File: src/rtl/irq_dispatch_pkg.sv
package irq_dispatch_pkg;
   // Kind of instruction boundary reported by the decoder
   typedef enum logic [2:0] {
      BND_NONE  = 3'd0,
      BND_PLAIN = 3'd1,
      BND_EI    = 3'd2,
      BND_DI    = 3'd3,
      BND_HALT  = 3'd4
   } bnd_kind_t;
endpackage

File: src/rtl/irq_dispatch_flags.sv
module irq_dispatch_flags #(
   parameter int NUM_SRC = 5
) (
   input  logic               clk,
   input  logic               rst_n,
   input  logic               wr_en,
   input  logic [NUM_SRC-1:0] wr_data,
   input  logic [NUM_SRC-1:0] set_req,
   input  logic [NUM_SRC-1:0] clr_req,
   output logic [NUM_SRC-1:0] flags
);
   logic [NUM_SRC-1:0] flags_n;

   always_comb begin
      flags_n = wr_en ? wr_data : flags;
      flags_n = flags_n & ~clr_req;
      flags_n = flags_n | set_req;   // hardware pulse has the last word
   end

   always_ff @(posedge clk) begin
      if (!rst_n) flags <= '0;
      else        flags <= flags_n;
   end
endmodule

File: src/rtl/irq_dispatch_prio.sv
module irq_dispatch_prio #(
   parameter int NUM_SRC  = 5,
   parameter int REG_W    = 8,
   parameter int VEC_BASE = 'h40,
   parameter int VEC_STEP = 8
) (
   input  logic [NUM_SRC-1:0] pend,
   output logic [NUM_SRC-1:0] grant,
   output logic [REG_W-1:0]   vec
);
   logic [NUM_SRC:0] lower;   // any pending source below index i

   assign lower[0] = 1'b0;
   for (genvar i = 0; i < NUM_SRC; i++) begin : g_chain
      assign lower[i+1] = lower[i] | pend[i];
      assign grant[i]   = pend[i] & ~lower[i];
   end

   always_comb begin
      vec = '0;
      for (int i = 0; i < NUM_SRC; i++) begin
         if (grant[i]) vec = vec | REG_W'(VEC_BASE + i * VEC_STEP);
      end
   end
endmodule

File: src/rtl/irq_dispatch_master.sv
module irq_dispatch_master
   import irq_dispatch_pkg::*;
(
   input  logic      clk,
   input  logic      rst_n,
   input  bnd_kind_t kind,
   input  logic      pend_any,
   input  logic      take,
   output logic      ime,
   output logic      halted
);
   logic ei_wait;
   logic ime_n, ei_wait_n, halted_n;

   always_comb begin
      ime_n     = ime;
      ei_wait_n = ei_wait;
      case (kind)
         BND_EI: ei_wait_n = 1'b1;            // a repeated EI only re-arms
         BND_DI: begin
            ei_wait_n = 1'b0;
            ime_n     = 1'b0;
         end
         BND_PLAIN, BND_HALT: begin
            if (ei_wait) begin
               ime_n     = 1'b1;
               ei_wait_n = 1'b0;
            end
         end
         default: ;
      endcase
      if (take) ime_n = 1'b0;

      halted_n = halted;
      if (kind == BND_HALT && !pend_any) halted_n = 1'b1;
      else if (pend_any)                 halted_n = 1'b0;
   end

   always_ff @(posedge clk) begin
      if (!rst_n) begin
         ime     <= 1'b0;
         ei_wait <= 1'b0;
         halted  <= 1'b0;
      end else begin
         ime     <= ime_n;
         ei_wait <= ei_wait_n;
         halted  <= halted_n;
      end
   end
endmodule

File: src/rtl/irq_dispatch.sv
module irq_dispatch
   import irq_dispatch_pkg::*;
#(
   parameter int NUM_SRC  = 5,
   parameter int REG_W    = 8,
   parameter int VEC_BASE = 'h40,
   parameter int VEC_STEP = 8
) (
   input  logic               clk,
   input  logic               rst_n,
   input  logic               flag_wr_en,
   input  logic [NUM_SRC-1:0] flag_wr_data,
   input  logic               mask_wr_en,
   input  logic [REG_W-1:0]   mask_wr_data,
   input  logic [NUM_SRC-1:0] src_req,
   input  logic               insn_stb,
   input  logic               ei_stb,
   input  logic               di_stb,
   input  logic               halt_stb,
   input  logic               irq_ack,
   output logic [REG_W-1:0]   flag_rd,
   output logic [REG_W-1:0]   mask_rd,
   output logic               ime,
   output logic               halted,
   output logic               irq_req,
   output logic [REG_W-1:0]   irq_vec
);
   localparam int VEC_LAST = VEC_BASE + (NUM_SRC - 1) * VEC_STEP;

   if (NUM_SRC < 1 || NUM_SRC > REG_W) begin : g_bad_src
      $error("irq_dispatch: NUM_SRC must lie in 1..REG_W");
   end
   if (VEC_LAST >= (1 << REG_W)) begin : g_bad_vec
      $error("irq_dispatch: vector table exceeds REG_W bits");
   end

   logic [NUM_SRC-1:0] flags, pend, grant;
   logic [REG_W-1:0]   mask_q;
   logic               take;
   bnd_kind_t          kind;

   always_ff @(posedge clk) begin
      if (!rst_n)          mask_q <= '0;
      else if (mask_wr_en) mask_q <= mask_wr_data;
   end

   assign pend = flags & mask_q[NUM_SRC-1:0];
   assign take = irq_req & irq_ack;

   always_comb begin
      if      (halt_stb) kind = BND_HALT;
      else if (di_stb)   kind = BND_DI;
      else if (ei_stb)   kind = BND_EI;
      else if (insn_stb) kind = BND_PLAIN;
      else               kind = BND_NONE;
   end

   irq_dispatch_flags #(.NUM_SRC(NUM_SRC)) u_flags (
      .clk     (clk),
      .rst_n   (rst_n),
      .wr_en   (flag_wr_en),
      .wr_data (flag_wr_data),
      .set_req (src_req),
      .clr_req (grant & {NUM_SRC{take}}),
      .flags   (flags)
   );

   irq_dispatch_prio #(
      .NUM_SRC(NUM_SRC), .REG_W(REG_W), .VEC_BASE(VEC_BASE), .VEC_STEP(VEC_STEP)
   ) u_prio (
      .pend  (pend),
      .grant (grant),
      .vec   (irq_vec)
   );

   irq_dispatch_master u_master (
      .clk      (clk),
      .rst_n    (rst_n),
      .kind     (kind),
      .pend_any (|pend),
      .take     (take),
      .ime      (ime),
      .halted   (halted)
   );

   assign irq_req = ime & (|pend);
   assign mask_rd = mask_q;

   if (NUM_SRC < REG_W) begin : g_pad
      assign flag_rd = {{(REG_W-NUM_SRC){1'b1}}, flags};
   end else begin : g_full
      assign flag_rd = flags;
   end
endmodule

File: config.mk
export PLATFORM = sky130hd
export DESIGN_NAME = irq_dispatch
export DESIGN_NICKNAME = d
export VERILOG_FILES = /design/src/rtl/irq_dispatch_pkg.sv /design/src/rtl/irq_dispatch_flags.sv /design/src/rtl/irq_dispatch_prio.sv /design/src/rtl/irq_dispatch_master.sv /design/src/rtl/irq_dispatch.sv
export SDC_FILE = /design/constraint.sdc
export NUM_CORES = 1
export LEC_CHECK = 0
export CORE_MARGIN = 2
export CORE_UTILIZATION = 59
export DETAILED_ROUTE_END_ITERATION = 12
export DONT_BUFFER_PORTS = 1
export GPL_TIMING_DRIVEN = 1
export PLACE_DENSITY = 0.75
export SYNTH_ARGS = -nofsm -noshare
export SYNTH_HDL_FRONTEND = slang
export SYNTH_SLANG_ARGS = --single-unit
File: constraint.sdc
create_clock -name clk -period 1.4 [get_ports clk]
set_input_delay 0.21 -clock clk [delete_from_list [all_inputs] [get_ports clk]]
set_output_delay 0.21 -clock clk [all_outputs]
set_load 0.02 [all_outputs]
==> impl_metrics.json, run 1 <==
{
  "status": "complete, but fails checks",
  "violations": "setup timing",
  "synth_flop_cell": "dfxtp_1",
  "synth_cells": 86,
  "fin_nets": 130,
  "grt_pass1_wl_um": 2518,
  "ys_seq_area_frac": 0.3938,
  "clk_path_buf_depth": 2,
  "synth_edf_count": 0,
  "portBuffers": 0,
  "hold_viol": 0,
  "switching_share": 0.2849,
  "ctsRootBufferMaster": "clkbuf_4",
  "crit_family": "simple AND/OR/NAND/NOR gates",
  "yosysUniqueCellTypes": 25,
  "antenna_found_initial": 0,
  "overflow": 0,
  "clock_power_share": 0.298,
  "ys_top_cells_by_count": "dfxtp_1 (16), mux2i_1 (12), nor2b_1 (8)",
  "grt_start_max_net_pins": 17,
  "cp_max_fo": 4,
  "synth_largest_area_cell": "dfxtp_1",
  "internal_power_uw": 741.9,
  "startpoint_type": "flip-flop",
  "timing.rr.start": "u_master.ei_wait$_SDFFE_PN0P_",
  "finClkSkew_ps": 7.183,
  "power_frac_seq": 0.493,
  "place_ws_ps": 118.9,
  "max_freq_mhz": 652.1,
  "cp_num_buf_inv": 0,
  "hold_path.class": "in2reg",
  "diodes": 0,
  "dp_cells": 108,
  "pwr-share-comb": 0.209,
  "layout.cells.non_filler": 117,
  "fill_cells": 90,
  "power_mw": 1.038,
  "p_leak_nw": 0.4537,
  "coreArea_um2": 1301,
  "synth_area_leaders": "dfxtp_1 (39%), mux2i_1 (15%), buf_4 (6.5%), nor2b_1 (6.2%), o21a_1 (4.6%)",
  "crit_path_end_kind": "primary output",
  "fin_util": 0.7673,
  "setup_viol": 4,
  "cap_violations": 0,
  "avgRoutedWirePerCell_um": 16.23,
  "cts_buffers": 3,
  "track_usage": 0.2390,
  "first_iter_violations": 12,
  "drc_errors": 0,
  "crit_type": "reg2out",
  "worstPathRequired_ps": 1190,
  "antenna_left": 0,
  "fin_ws_ps": -133.5,
  "cp_cell_sequence": "a22oi_2 > and3_4 > nand2_8 > and2_4",
  "die-area_um2": 1691,
  "clock_sinks": 16,
  "synth_top_area_share": 0.3938,
  "htree_levels": 1,
  "slew_viol_final": 0,
  "start_util": 0.6250,
  "syn_to_final_growth_pct": 22.77,
  "routed_wl_um": 1899,
  "crit_start": "u_flags.flags[1]$_SDFF_PN0_",
  "place.gp.congestion": 0.6614,
  "cts.clk_slew.worst_paths_ps": 100,
  "slowest_delay_ps": 340,
  "layout-drive-gt1-share": 0.3333,
  "irDropWorstVdd_v": 0.0009320,
  "async_reset_ff_frac": 0,
  "grt_pass1_vias": 624,
  "ios": 54,
  "vias": 658,
  "die-width_um": 41.13,
  "post-dp-hpwl_um": 1323,
  "fin_crit_ps": 1534,
  "switching_power_uw": 295.6,
  "ys_warn_count": 0,
  "rsz0062_at_grt": "true",
  "die_h_um": 41.13,
  "crit_arrival_ps": 1320,
  "ys_ff_latch": 16,
  "cts_tree": "built",
  "min_from": "rst_n",
  "worst_path_max_delay_cell": "dfxtp_2",
  "min_period_over_period": 1.095,
  "yosysMostFrequentCell": "dfxtp_1",
  "insertion_delay_ps": 290,
  "p_per_area_nw_per_um2": 1039,
  "dr.pass1.iters": 4,
  "vias_per_cell": 5.624,
  "synth_area_um2": 813.3,
  "syn_area_per_cell_um2": 9.457,
  "row_count": 13
}
stage by stage:
step                      hold WS (ps)  setup TNS [ps]  cell area, µm²
after floorplan                  286.7               0           832.0
after global placement           288.4               0           877.1
after detailed placement         289.0               0           877.1
after CTS                        25.77          -351.6           959.7
after global routing             21.29          -574.4           998.5
final                            33.71          -386.0           998.5
cell families after synthesis:
family | synth area share
and+or+nand+nor | 0.1600
AOI/OAI and AO/OA | 0.1738
DFF | 0.3938
buffers and inverters | 0.1015
muxes | 0.1615
other | 0.009234
layout by cell type (no fill, tap or decap), drive strengths merged:
| cell type | n |
|---|---|
| a211oi | 1 |
| a21boi | 1 |
| a21oi | 3 |
| a22oi | 1 |
| a31oi | 4 |
| a41oi | 1 |
| and2 | 3 |
| and2b | 1 |
| and3 | 1 |
| buf | 16 |
| clkbuf | 4 |
| conb | 7 |
| dfxtp | 16 |
| dlygate4sd3 | 2 |
| inv | 3 |
| mux2 | 1 |
| mux2i | 12 |
| nand2 | 5 |
| nor2 | 2 |
| nor2b | 8 |
| nor4b | 1 |
| o21a | 5 |
| o21ai | 3 |
| o21bai | 1 |
power by group through the flow:
stage	Combinational (mW)	Clock (mW)	Sequential (mW)
2_1_floorplan	0.134	0	0.550
3_3_place_gp	0.186	0	0.519
3_5_place_dp	0.189	0	0.521
4_1_cts	0.200	0.319	0.512
5_1_grt	0.235	0.326	0.515
6_report	0.217	0.310	0.511
final cells by class:
class,count,area [µm²],area share
clock buffer,4,36.28,0.03634
inverter,3,11.26,0.01128
multi-input combinational,61,465.4,0.4662
sequential,16,322.8,0.3233
tap,15,18.77,0.01880
timing repair buffer,18,143.9,0.1441
routing by layer:
| layer | GRT usage | wire (µm) |
|---|---|---|
| met1 | 0.2475 | 726 |
| met5 | 0 | 0 |
| met4 | 0.09677 | 17 |
| met3 | 0.04891 | 156 |
| met2 | 0.4570 | 999 |
state kept, by name, indices dropped and copies added, names as in the netlist:
signal / cells
u_master.ime: 1
u_flags.flags: 5
u_master.halted: 1
mask_rd: 8
u_master.ei_wait: 1
final timing paths:
kind	cells after the start	slack (ps)	to
min	1	30	u_flags.flags[0]$_SDFF_PN0_
min reg2reg	2	590	u_master.ime$_SDFFE_PP0P_
max	4	-130	irq_req
max reg2reg	3	130	u_master.ei_wait$_SDFFE_PN0P_
timing repair:
action / CTS / global route
endpoints found under the setup margin: 4 / 6
endpoints found under the hold margin: 1 / 0
gates resized for setup: 10 / 4
hold buffers: 2 / 0
pin swaps: 5 / 4
buffers inserted: 1 / 2
(Power assumes the default switching activity.)
==> run 2, diff against run 1 <==
- PLACE_DENSITY: 0.75 -> 0.76
==> impl_metrics.json, run 2 (synthesis gave the netlist of run 1 again) <==
{
  "first_iter_violations": 8,
  "min_from": "rst_n",
  "die-area_um2": 1691,
  "cts_tree": "built",
  "row_count": 13,
  "htree_levels": 1,
  "drc_errors": 0,
  "antenna_left": 0,
  "p_leak_nw": 0.4448,
  "reg2reg_depth": 5,
  "fin_ws_ps": -108.2,
  "coreArea_um2": 1301,
  "antenna_found_initial": 0,
  "fin_nets": 128,
  "irDropWorstVdd_v": 0.0006283,
  "syn_to_final_growth_pct": 21.08,
  "timing.rr.start": "mask_rd[1]$_SDFFE_PN0P_",
  "post-dp-hpwl_um": 1306,
  "finClkSkew_ps": 1.581,
  "min_path_cells": 1,
  "ios": 54,
  "track_usage": 0.2419,
  "stdcell_area_um2": 984.7,
  "die_h_um": 41.13,
  "grt_start_max_net_pins": 17,
  "cts.clk_slew.worst_paths_ps": 100,
  "placed_cell_area_um2": 877.1,
  "hold_viol": 0,
  "fin_crit_ps": 1508,
  "place.gp.congestion": 0.6867,
  "layout-drive-gt1-share": 0.3300,
  "whs_ps": 32.01,
  "grt_pass1_wl_um": 2511,
  "status": "complete, but fails checks",
  "routed_wl_um": 1838,
  "fill_cells": 101,
  "avgRoutedWirePerCell_um": 15.98,
  "start_util": 0.6250,
  "worstPathRequired_ps": 1190,
  "clk_path_buf_depth": 2,
  "vias": 649,
  "setup_viol": 4,
  "worstHoldEndpoint": "u_flags.flags[1]$_SDFF_PN0_",
  "power_mw": 1.031,
  "cap_violations": 0,
  "max_freq_mhz": 663.1,
  "diodes": 0,
  "final_cell_mix": "dfxtp_1 (14), buf_4 (13), mux2i_1 (12)",
  "violations": "setup timing",
  "overflow": 0,
  "fin_util": 0.7567,
  "slew_viol_final": 0,
  "crit_type": "reg2out",
  "min_period_over_period": 1.077,
  "final_common_cell": "dfxtp_1",
  "worstReg2RegEnd": "u_master.ime$_SDFFE_PP0P_",
  "startpoint_type": "flip-flop",
  "largest_reg_flops": 8,
  "r2r_slack_ps": 160,
  "die-width_um": 41.13,
  "crit_arrival_ps": 1300,
  "portBuffers": 0,
  "crit_path_end_kind": "primary output",
  "clock_sinks": 16,
  "cts_buffers": 3,
  "dr.pass1.iters": 4,
  "setup_tns_ps": -342.9,
  "grt_pass1_vias": 598,
  "cp_max_fo": 3,
  "vias_per_cell": 5.643,
  "hold_path.class": "in2reg",
  "insertion_delay_ps": 290,
  "rsz0062_at_grt": "true",
  "ctsRootBufferMaster": "clkbuf_4",
  "p_per_area_nw_per_um2": 1047
}
## run 2: worst max-delay path: stages, from the launching register on
cell	delay, ps
dfxtp_2	340
a22oi_2	220
and3_4	230
and2b_2	220
## run 2: what timing repair did
action                                 CTS  global route
pin swaps                                4             1
resized for setup                       10             5
hold buffers                             2             0
setup buffers                            1             0
setup endpoints to repair                5             6
endpoints found under the hold margin    1             0
## run 2: worst max path at each step
stage,start,end,cells after the start
final,mask_rd[1]$_SDFFE_PN0P_,irq_vec[5],3
after global routing,mask_rd[1]$_SDFFE_PN0P_,irq_vec[5],3
after CTS,mask_rd[1]$_SDFFE_PN0P_,irq_vec[5],3
after detailed placement,u_flags.flags[1]$_SDFF_PN0_,u_flags.flags[4]$_SDFF_PN0_,4
after global placement,u_flags.flags[1]$_SDFF_PN0_,u_flags.flags[4]$_SDFF_PN0_,4
after floorplan,u_flags.flags[1]$_SDFF_PN0_,irq_vec[4],2
## run 2: power breakdown
part	switching, mW	internal, mW
logic	0.112	0.0957
clock network	0.150	0.158
registers	0.0300	0.485
## run 2: per-stage QoR
stage | setup slack [ps] | cells
global placement | 143.5 | 108
CTS | -95.20 | 115
global route | -159.7 | 115
detailed placement | 101.3 | 108
finish | -108.2 | 115
floorplan | 14.16 | 91
## run 2: cell type report
cell class	count	area, µm²	area share
multi-input cells	61	466.7	0.4740
flip-flops and latches	16	322.8	0.3278
repair buffers	16	128.9	0.1309
clock buffers	4	36.28	0.03685
well taps	15	18.77	0.01906
inverters	3	11.26	0.01144
## run 2: per-layer routing
layer,global-route usage,up-vias,routed length [µm],share of wire
met5,0,-,0,0
met4,0.1452,0,25,0.014
met3,0.08696,4,189,0.10
met2,0.4336,37,1012,0.55
met1,0.2328,297,611,0.33
li1,-,311,-,-
